==> src/rtl/sched_runctl_pkg.sv <==
package sched_runctl_pkg;

    localparam int RUN_BIT  = 0;
    localparam int DBG_BIT  = 5;
    localparam int HALT_BIT = 5;
    localparam int LIST_W   = 10;

    typedef enum logic [1:0] {
        ST_HALTED   = 2'd0,
        ST_RUNNING  = 2'd1,
        ST_DRAINING = 2'd2
    } sched_state_e;

    typedef struct packed {
        logic dbg;
        logic run;
    } cmd_bits_t;

    function automatic int cnt_width(input int n);
        return (n > 1) ? $clog2(n) : 1;
    endfunction

    function automatic logic [7:0] pack_cmd(input cmd_bits_t c);
        logic [7:0] v;
        v = '0;
        v[RUN_BIT] = c.run;
        v[DBG_BIT] = c.dbg;
        return v;
    endfunction

endpackage

==> src/rtl/sched_cmd_reg.sv <==
module sched_cmd_reg
    import sched_runctl_pkg::*;
(
    input  logic      clk,
    input  logic      rst,
    input  logic      wr_en,
    input  logic      wr_run,
    input  logic      wr_dbg,
    input  logic      fetch,
    input  logic      fatal,
    output cmd_bits_t cmd
);

    cmd_bits_t cmd_n;

    always_comb begin
        cmd_n = cmd;
        if (wr_en) begin
            cmd_n.run = wr_run;
            cmd_n.dbg = wr_dbg;
        end
        // hardware clears win over a software set
        if (fatal || (cmd.dbg && fetch))
            cmd_n.run = 1'b0;
    end

    always_ff @(posedge clk) begin
        if (rst) cmd <= '0;
        else     cmd <= cmd_n;
    end

    AST_FATAL_CLEARS_RUN: assert property (@(posedge clk) disable iff (rst)
        fatal |=> !cmd.run);
    AST_STEP_CLEARS_RUN: assert property (@(posedge clk) disable iff (rst)
        (cmd.dbg && fetch) |=> !cmd.run);

endmodule

==> src/rtl/sched_frame_timer.sv <==
module sched_frame_timer
    import sched_runctl_pkg::*;
#(
    parameter int CYC_PER_FRAME = 50000,
    parameter int FN_W          = 11,
    localparam int TMR_W        = cnt_width(CYC_PER_FRAME)
)(
    input  logic             clk,
    input  logic             rst,
    input  logic             counting,
    input  logic             dbg,
    input  logic             run,
    input  logic             fn_we,
    input  logic [FN_W-1:0]  fn_wdata,
    output logic [TMR_W-1:0] tmr,
    output logic [FN_W-1:0]  frnum,
    output logic             wrap
);

    localparam logic [TMR_W-1:0] LAST = TMR_W'(CYC_PER_FRAME - 1);

    assign wrap = counting && (tmr == LAST);

    always_ff @(posedge clk) begin
        if (rst) begin
            tmr   <= '0;
            frnum <= '0;
        end else begin
            if (counting) begin
                if (wrap) begin
                    tmr   <= '0;
                    frnum <= frnum + 1'b1;
                end else begin
                    tmr <= tmr + 1'b1;
                end
            end else if (!dbg) begin
                tmr <= '0;
            end
            if (fn_we && !run)
                frnum <= fn_wdata;
        end
    end

    AST_TMR_IN_RANGE: assert property (@(posedge clk) disable iff (rst)
        tmr <= LAST);
    AST_FRNUM_LOCKED: assert property (@(posedge clk) disable iff (rst)
        (run && !wrap) |=> frnum == $past(frnum));
    AST_DBG_FREEZE: assert property (@(posedge clk) disable iff (rst)
        (!counting && dbg) |=> $stable(tmr));
    AST_IDLE_ZERO: assert property (@(posedge clk) disable iff (rst)
        (!counting && !dbg) |=> tmr == '0);

endmodule

==> src/rtl/sched_seq.sv <==
module sched_seq
    import sched_runctl_pkg::*;
#(
    parameter int PTR_W = 32
)(
    input  logic             clk,
    input  logic             rst,
    input  logic             run,
    input  logic             td_fetch,
    input  logic [PTR_W-1:0] td_ptr,
    input  logic             xact_busy,
    input  logic             xact_done,
    output logic             halted,
    output logic             counting,
    output logic             go,
    output logic             start_evt,
    output logic [PTR_W-1:0] saved_ptr
);

    sched_state_e state, state_n;
    logic         pend;
    logic         busy_any;

    assign busy_any  = pend || xact_busy || td_fetch;
    assign halted    = (state == ST_HALTED);
    assign counting  = !halted;
    assign go        = (state == ST_RUNNING) && run;
    assign start_evt = halted && run;

    always_comb begin
        state_n = state;
        unique case (state)
            ST_HALTED:   if (run) state_n = ST_RUNNING;
            ST_RUNNING:  if (!run) state_n = busy_any ? ST_DRAINING : ST_HALTED;
            ST_DRAINING: if (xact_done || !busy_any) state_n = ST_HALTED;
            default:     state_n = ST_HALTED;
        endcase
    end

    always_ff @(posedge clk) begin
        if (rst) begin
            state     <= ST_HALTED;
            pend      <= 1'b0;
            saved_ptr <= '0;
        end else begin
            state <= state_n;
            if (td_fetch) begin
                pend      <= 1'b1;
                saved_ptr <= td_ptr;
            end else if (xact_done) begin
                pend <= 1'b0;
            end
        end
    end

    AST_START_LEAVES_HALT: assert property (@(posedge clk) disable iff (rst)
        (halted && run) |=> !halted);
    AST_NO_HALT_MIDXACT: assert property (@(posedge clk) disable iff (rst)
        (!halted && pend && !xact_done) |=> !halted);
    AST_DONE_HALTS: assert property (@(posedge clk) disable iff (rst)
        (state == ST_DRAINING && xact_done && !run) |=> halted);

endmodule

==> src/rtl/sched_runctl.sv <==
module sched_runctl
    import sched_runctl_pkg::*;
#(
    parameter int CYC_PER_FRAME = 50000,
    parameter int FN_W          = 11,
    parameter int PTR_W         = 32,
    localparam int TMR_W        = cnt_width(CYC_PER_FRAME)
)(
    input  logic              clk,
    input  logic              rst,
    input  logic              cmd_we,
    input  logic [7:0]        cmd_wdata,
    output logic [7:0]        cmd_q,
    output logic [7:0]        sts_q,
    input  logic              fn_we,
    input  logic [FN_W-1:0]   fn_wdata,
    output logic [FN_W-1:0]   frnum,
    output logic [LIST_W-1:0] list_idx,
    output logic [TMR_W-1:0]  tmr_q,
    output logic              sched_go,
    output logic              sof_start,
    output logic              resume_start,
    output logic [PTR_W-1:0]  resume_ptr,
    input  logic              td_fetch,
    input  logic [PTR_W-1:0]  td_ptr,
    input  logic              xact_busy,
    input  logic              xact_done,
    input  logic              err_consist,
    input  logic              err_bus
);

    cmd_bits_t cmd;
    logic      halted, counting, start_evt, wrap;
    logic      unused_wbits;

    assign unused_wbits = ^{cmd_wdata[7:6], cmd_wdata[4:1]};

    sched_cmd_reg u_cmd (
        .clk    (clk),
        .rst    (rst),
        .wr_en  (cmd_we),
        .wr_run (cmd_wdata[RUN_BIT]),
        .wr_dbg (cmd_wdata[DBG_BIT]),
        .fetch  (td_fetch),
        .fatal  (err_consist || err_bus),
        .cmd    (cmd)
    );

    sched_seq #(.PTR_W(PTR_W)) u_seq (
        .clk       (clk),
        .rst       (rst),
        .run       (cmd.run),
        .td_fetch  (td_fetch),
        .td_ptr    (td_ptr),
        .xact_busy (xact_busy),
        .xact_done (xact_done),
        .halted    (halted),
        .counting  (counting),
        .go        (sched_go),
        .start_evt (start_evt),
        .saved_ptr (resume_ptr)
    );

    sched_frame_timer #(.CYC_PER_FRAME(CYC_PER_FRAME), .FN_W(FN_W)) u_tmr (
        .clk      (clk),
        .rst      (rst),
        .counting (counting),
        .dbg      (cmd.dbg),
        .run      (cmd.run),
        .fn_we    (fn_we),
        .fn_wdata (fn_wdata),
        .tmr      (tmr_q),
        .frnum    (frnum),
        .wrap     (wrap)
    );

    assign cmd_q        = pack_cmd(cmd);
    assign list_idx     = frnum[LIST_W-1:0];
    assign sof_start    = (start_evt && !cmd.dbg) || wrap;
    assign resume_start = start_evt && cmd.dbg;

    always_comb begin
        sts_q           = '0;
        sts_q[HALT_BIT] = halted;
    end

    AST_PULSES_EXCLUSIVE: assert property (@(posedge clk) disable iff (rst)
        !(resume_start && sof_start));

endmodule

==> config.mk <==
export PLATFORM = sky130hd
export DESIGN_NAME = sched_runctl
export DESIGN_NICKNAME = d
export VERILOG_FILES = /design/src/rtl/sched_runctl_pkg.sv /design/src/rtl/sched_cmd_reg.sv /design/src/rtl/sched_frame_timer.sv /design/src/rtl/sched_seq.sv /design/src/rtl/sched_runctl.sv
export SDC_FILE = /design/constraint.sdc
export NUM_CORES = 1
export LEC_CHECK = 0
export BUFFER_PORTS_ARGS = -buffer_cell sky130_fd_sc_hd__buf_4
export CAP_MARGIN = 15
export CORE_MARGIN = 8
export CORE_UTILIZATION = 30
export CTS_CLUSTER_SIZE = 16
export DETAILED_ROUTE_END_ITERATION = 12
export PLACE_DENSITY = 0.68
export SYNTH_ARGS = -nofsm -noshare
export SYNTH_HDL_FRONTEND = slang
export SYNTH_SLANG_ARGS = --single-unit
==> constraint.sdc <==
create_clock -name clk -period 2.45 [get_ports clk]
set_clock_uncertainty 0.15 [all_clocks]
set_input_delay 0.49 -clock clk [delete_from_list [all_inputs] [get_ports clk]]
set_output_delay 0.49 -clock clk [all_outputs]
set_load 0.01 [all_outputs]
### Word-level counts from Yosys, hierarchy flattened

Cells that the tools add are included.

* bits in registers: 64
* output and inout bits: 88
* word-level logic and storage cells: 53

* $add $sub $neg: 2
* equal/unequal tests: 8
* multiplexer cells: 13
* reduce and logical (&&, ||, !) cells: 23

Operators by type and width (count)
* $mux 16: 3
* $mux 11: 3
* $add 16x1->16 const B: 1
* $eq 16x16->1 const B: 1
* $add 11x1->11 const B: 1
* $mux 2: 4
* $logic_and 1x1->1: 7
* $logic_or 1x1->1: 6
* $ne 2x2->1 const B: 3
* $pmux 2 s3: 1
* $logic_not 1->1: 4
* $ne 2x1->1 const B: 2
* $reduce_bool 2->1: 2
* $reduce_and 3->1: 1
* $eq 2x1->1 const B: 1
* $eq 2x2->1 const B: 1
* $logic_not 2->1: 1
* $mux 1: 2
* $reduce_and 2->1: 1
* $reduce_or 2->1: 1

### Logic depth before layout (Yosys ltp)

Gate-level depths: netlist (run 1).

* depth in word-level cells: 6
* mapped depth: 7
* gate-level depth less buffers: 6

### Hierarchy

Synthesis (run 1) repeated with hierarchy kept, for this count alone.

* cell total of the unflattened synthesis: 334
* area, all modules: 3032.9 um^2

Modules (own cells, without submodules)
* sched_frame_timer: times used 1, cells an instance 180, area each 1478.9 um^2, seq. area each 540.5 um^2
* sched_seq: times used 1, cells an instance 119, area each 1266.2 um^2, seq. area each 700.7 um^2
* sched_runctl: times used 1, cells an instance 29, area each 209.0 um^2, seq. area each 0.0 um^2
* sched_cmd_reg: times used 1, cells an instance 6, area each 78.8 um^2, seq. area each 40.0 um^2

### Worst setup path before layout (run 1)

Ideal clock, no wire load.

* path type: register -> output
* start: register u_tmr.tmr[0]
* end: output port sof_start
* data arrival time: 1.471 ns
* data required time: 1.810 ns
* slack: 0.339 ns
* cell stages (with the launch flop): 7
* cell sequence: dfxtp_1 ha_1 and3_1 nand4_1 buf_6 nor2_1 a31o_2

* longest elaborated chain between the ends: 3

Ends and longest elaborated chain
* start: declaration: RTL line sched_frame_timer.sv:15 `output logic [TMR_W-1:0] tmr,`
* start signal: assignment: RTL line sched_frame_timer.sv:34 `tmr <= tmr + 1'b1;`
* $eq 16x16->1: RTL line sched_frame_timer.sv:22 `assign wrap = counting && (tmr == LAST);`
* $logic_and 1x1->1: RTL line sched_frame_timer.sv:22
* $logic_or 1x1->1: RTL line sched_runctl.sv:79 `assign sof_start = (start_evt && !cmd.dbg) || wrap;`
* end: declaration: RTL line sched_runctl.sv:21 `output logic sof_start,`

Every way passes these cells.

### Worst setup path in the final report (run 1)

Ends and elaborated chain as after synthesis.

==> run summary, run 1 <==
Status: finished clean
PortBufs: 128
CTS tree: built
Via count: 2800
Final #Nets: 522
Fin. Hold Viols: 0
WS Path Type: flip-flop to primary output
Clk slew on worst S/H paths: 80 ps
Critical Path RT: 1810 ps
Core Util, Final: 0.422
Top Layer Used: met4
Metal3 WL: 815 um
Hold Crit Class: input port to flip-flop
Setup crit start kind: flip-flop
CTS Buf Count: 9
LEAKAGE: 1.92 nW
Area fraction of the dominant cell type after synthesis: 0.413
Storage element area: 1280 sq um
Die area: 13900 sq um
Most area-consuming cells after synthesis: dfxtp_1, mux2i_1, nor2_1
Clock sinks: 64
Initial core utilization: 0.305
Crit share post-route: 0.957
Maximum clock rate: 426 MHz
Layout cell share with drive strength beyond 1: 0.376
Wire length on met1: 3560 um
Final min period: 2350 ps
Count leader, synth: dfxtp_1
#FFs+latches synth: 64
R2R Setup Slk: 390 ps
GR Util All Layers: 0.126
Post-DP HPWL: 6730 um
Rows: 37
Remaining Overflow, GRT: 0
Actual slew at the worst max-slew pin: 557 ps
Placed inst area: 4050 sq um
Max H-tree Level: 3
Cells after DPL: 583
Yosys cell types: 47
Final Total Pwr: 0.00249 W
Final Instance Area: 4300 sq um
Max-cap check violation count: 0
Async set or reset register ratio after synthesis: 0
Critical path fanouts, max: 6
Synth cell count leaders: dfxtp_1, nor2_1, mux2i_1
DIE WIDTH: 118 um
Antenna violations before repair: 0
Area occupied by multi-input gates: 1540 sq um
Post-route DRC: 0
Largest net degree at the start of global routing: 46
N_diodes: 0
Power Dens Cells: 579 nW/um^2
Syn avg cell area: 9.08 sq um
Clk buf depth: 2
Final Max Tran Viols: 0
WP data arrival: 1710 ps
Final cell count without fillers: 601
Post-synth EDFFs: 0
Relative slew slack: 0.629
CORE AREA: 10200 sq um
Peak supply drop: 0.362 mV
Io pins: 148
Worst-skew pair later-pin latency: 350 ps
Final setup viols: 0
Met2 WL: 4340 um
Pre-antenna DRT Iters: 4
Predominant post-synthesis flop cell: dfxtp_1
Final GP Congestion: 0.828
Sequential fraction of the synthesis area: 0.413
First-pass GRT wire length: 14400 um
CTS root buffer: clkbuf_8
Hold buffers post-CTS: 0
WHS: 144 ps
Post-Syn Area: 3110 sq um
Wire length per cell: 14.7 um
Number of global-route vias before repair: 2870
Cells after synthesis: 342
Antenna Violating Nets Remaining: 0
Post-synth top area cell: dfxtp_1
Fillers: 1035
Initial DRC count: 113
Routed wire length: 8830 um
Synthesis-to-layout area growth: 38.4%
Via count normalized by instance count: 4.66
Yosys Warn Count: 0
Die Ht: 118 um
Worst setup EP type: primary output
[worst max-delay path, cell delays in order (launching register included)]
cell	delay [ps]
dfxtp_2	380
ha_2	230
and3_1	200
nand4_1	160
nor2_2	150
a31o_2	110
buf_4	120
[placed cells by master (no fill, tap or decap), types with 7 or more instances in the layout]
master    instances
mux2i_1          34
nor3_1           14
a211oi_1         11
nand3_1           7
nand2_1          15
dfxtp_1          62
xnor2_1          11
clkbuf_8          9
nor2_1           57
buf_4           141
o21ai_1          14
conb_1           13
[cells by family (layout without fill, tap and decap cells)]
logic type                 after synthesis  count (layout)  synth area share
xor gates and xnor gates                11              11            0.0310
AOI/OAI and AO/OA                       49              49             0.104
buffers and inverters                   51             162             0.107
muxes                                   34              34             0.110
other                                    1              13           0.00121
and+or+nand+nor                        130             130             0.227
adders and majority gates                2               2           0.00806
DFF                                     64              64             0.413
[routing by layer]
metal,GRT usage,vias up
met5,0,-
met4,0.0440,0
met3,0.0643,10
met2,0.215,89
met1,0.132,1298
li1,-,1403
[sequential cells by signal, summed over array words and instances, names as in the netlist]
| signal | cells |
|---|---|
| u_tmr.frnum | 11 |
| u_tmr.tmr | 16 |
| u_seq.saved_ptr | 32 |
| u_seq.state | 2 |
| u_seq.pend | 1 |
| u_cmd.cmd | 2 |
[power breakdown]
part | switching, W | leakage [nW] | total [W] | internal, W
clock | 0.000454 | 0.110 | 0.00104 | 0.000583
combinational | 0.000146 | 1.28 | 0.000324 | 0.000178
sequential | 0.0000402 | 0.526 | 0.00113 | 0.00109
[stage by stage]
| stage | setup TNS, ps | worst slack (ps) |
|---|---|---|
| floorplan | 0 | 339 |
| global placement | 0 | 290 |
| detailed placement | 0 | 251 |
| CTS | 0 | 2.96 |
| global route | -3.00 | -3.00 |
| finish | 0 | 105 |
[repair_timing]
| action | CTS | global route |
|---|---|---|
| setup endpoints to repair | 1 | 1 |
| buffers inserted | 1 | 1 |
| gates resized for setup | 3 | 1 |
| pin swaps | 1 | 1 |
[final timing paths]
| kind | depth (start not counted) | end | from |
|---|---|---|---|
| worst max-delay path | 6 | sof_start | u_tmr.tmr[0]$_SDFFE_PP0P_ |
| worst min-delay path | 2 | u_cmd.cmd[0]$_SDFFE_PP0P_ | err_bus |
| worst max register to register | 7 | u_tmr.frnum[9]$_SDFFE_PP0P_ | u_tmr.tmr[0]$_SDFFE_PP0P_ |
| worst min register to register | 2 | u_seq.pend$_SDFFE_PP0P_ | u_seq.pend$_SDFFE_PP0P_ |
[layout make-up]
class                   instances  share of cell area
flip-flops and latches         64               0.299
inverters                       5             0.00437
clock inverters                 7              0.0239
repair buffers                141               0.246
clock buffers                   9              0.0288
well taps                     136              0.0396
multi-input cells             239               0.359
Note: power is estimated with default switching activity, not from simulation.
==> run 2: changes to the inputs <==
--- a/config.mk
+++ b/config.mk
@@ -11,7 +11,6 @@
 export CORE_UTILIZATION = 30
 export CTS_CLUSTER_SIZE = 16
 export DETAILED_ROUTE_END_ITERATION = 12
-export PLACE_DENSITY = 0.68
 export SYNTH_ARGS = -nofsm -noshare
 export SYNTH_HDL_FRONTEND = slang
 export SYNTH_SLANG_ARGS = --single-unit
==> run 2 against run 1 <==
Die area unchanged. Register-to-register slack about the same. Largest cell class unchanged. Non-clock buffer count unchanged. Critical path depth unchanged. Critical path type unchanged. Power decreased by 1.1%. Hold slack improved by 19 ps. Combinational power about the same. Final cell count unchanged. Sequential share of layout area about the same. Wire length decreased by 0.20%.
==> run summary, run 2 (synthesis results as in run 1) <==
Synthesis-to-layout area growth: 38.7%
PortBufs: 128
N_diodes: 0
Crit-path leading delay family: simple AND/OR/NAND/NOR gates
Initial DRC count: 115
Relative slew slack: 0.630
Die area: 13900 sq um
DIE WIDTH: 118 um
Post CTS Setup Buffer Count: 0
Remaining Overflow, GRT: 0
Final #Nets: 522
Final min period: 2280 ps
Max-cap check violation count: 0
Clk buf depth: 2
Final Instance Area: 4310 sq um
Final GP Congestion: 0.846
Antenna Violating Nets Remaining: 0
WS Path Type: flip-flop to primary output
Crit path buffers/inverters: 1
LEAKAGE: 1.91 nW
Via count: 2801
Most flop-heavy register: u_seq.saved_ptr
Most frequent cells in the layout: buf_4, dfxtp_1, nor2_1, mux2i_1, nand2_1
Critical-path top delay cell: dfxtp_4
Storage element area: 1290 sq um
Area occupied by multi-input gates: 1550 sq um
Max H-tree Level: 3
Routed wire length: 8810 um
Worst-skew pair later-pin latency: 340 ps
Clock sinks: 64
Crit share post-route: 0.931
Top Registers: u_seq.saved_ptr: 32 flops, u_tmr.tmr: 16 flops, u_tmr.frnum: 11 flops
Largest net degree at the start of global routing: 36
Power Dens Cells: 571 nW/um^2
CP max stage delay: 370 ps
Fin. Hold Viols: 0
Die Ht: 118 um
Placed inst area: 4070 sq um
WP data arrival: 1640 ps
Max reg flops: 32
Clk slew on worst S/H paths: 70 ps
Hold buffers post-CTS: 0
Post-route DRC: 0
Most common cell after layout, fill and taps aside: buf_4
CORE AREA: 10200 sq um
GR Util All Layers: 0.125
Number of global-route vias before repair: 2840
Status: finished clean
Rows: 37
Via count normalized by instance count: 4.66
Worst-path cell chain: ha_4 > and3_1 > nand4_1 > nor2_2 > a31o_2 > buf_4
Final setup viols: 0
Initial core utilization: 0.305
Critical path fanouts, max: 6
Critical Path RT: 1810 ps
CTS root buffer: clkbuf_8
Pre-antenna DRT Iters: 4
CTS tree: built
Setup crit start kind: flip-flop
Wire length per cell: 14.7 um
Final Max Tran Viols: 0
Worst setup EP type: primary output
Hold Crit Class: input port to flip-flop
Actual slew at the worst max-slew pin: 555 ps
Layout cell share with drive strength beyond 1: 0.378
Fillers: 1050
First-pass GRT wire length: 14400 um
Io pins: 148
Setup TNS: 0 ps
RSZ-0062 raised after global routing: false
Peak supply drop: 0.263 mV
Maximum clock rate: 438 MHz
CTS Buf Count: 9
Antenna violations before repair: 0
Post-DP HPWL: 6650 um
[run 2: cell count changes in the layout (fill, tap and decap cells not counted)]
cell / before / now
inv_6: 2 / 0
clkinvlp_4: 1 / 3
dfxtp_4: 0 / 1
dfxtp_1: 62 / 61
clkinv_2: 0 / 1
ha_2: 1 / 0
clkinv_4: 2 / 1
ha_4: 0 / 1
[run 2: final timing paths]
| check | startpoint | endpoint | slack, ps | cells past startpoint |
|---|---|---|---|---|
| worst max-delay path | u_tmr.tmr[0]$_SDFFE_PP0P_ | sof_start | 170 | 6 |
| worst min-delay path | err_bus | u_cmd.cmd[0]$_SDFFE_PP0P_ | 160 | 2 |
| worst min register to register | u_seq.pend$_SDFFE_PP0P_ | u_seq.pend$_SDFFE_PP0P_ | 340 | 2 |
| worst max register to register | u_tmr.tmr[10]$_SDFFE_PP0P_ | u_tmr.tmr[14]$_SDFFE_PP0P_ | 400 | 5 |
[run 2: metal layers]
metal	routed length (um)	track usage	vias to the layer above
li1	-	-	1412
met2	3900	0.189	110
met3	887	0.0604	9
met4	133	0.0512	0
met1	3890	0.149	1270
met5	0	0	-
[run 2: timing repair]
action / CTS / global route
gates resized for setup: 2 / 5
cloned: 0 / 0
endpoints found under the setup margin: 1 / 1
hold endpoints to repair: 0 / 0
pin swaps: 0 / 1
[run 2: report_power, final]
group / leakage [nW] / internal (W) / total (W) / switching (W)
Combinational: 1.28 / 0.000178 / 0.000325 / 0.000146
Sequential: 0.527 / 0.00109 / 0.00113 / 0.0000406
Clock: 0.101 / 0.000572 / 0.00101 / 0.000437
[run 2: through the flow]
step	instances	utilization	worst slack, ps	hold slack (ps)	total power, W
4_1_cts	601	0.421	1.72	141	0.00250
5_1_grt	601	0.423	8.41	135	0.00259
6_report	601	0.423	169	163	0.00246
3_3_place_gp	585	0.399	357	321	0.00147
2_1_floorplan	354	-	339	308	0.00133
3_5_place_dp	585	0.399	336	327	0.00148
[run 2: cell type report]
| type | instances | area share |
|---|---|---|
| inverters | 5 | 0.00436 |
| repair buffers | 141 | 0.246 |
| clock inverters | 7 | 0.0224 |
| flip-flops and latches | 64 | 0.299 |
| multi-input cells | 239 | 0.360 |
| clock buffers | 9 | 0.0288 |
| well taps | 136 | 0.0395 |
[run 2: worst reg2reg max path, delay by kind of cell (launching register included)]
family	cells	cell delay (ps)
AOI/OAI and AO/OA	2	400
and+or+nand+nor	3	1010
DFF	1	400
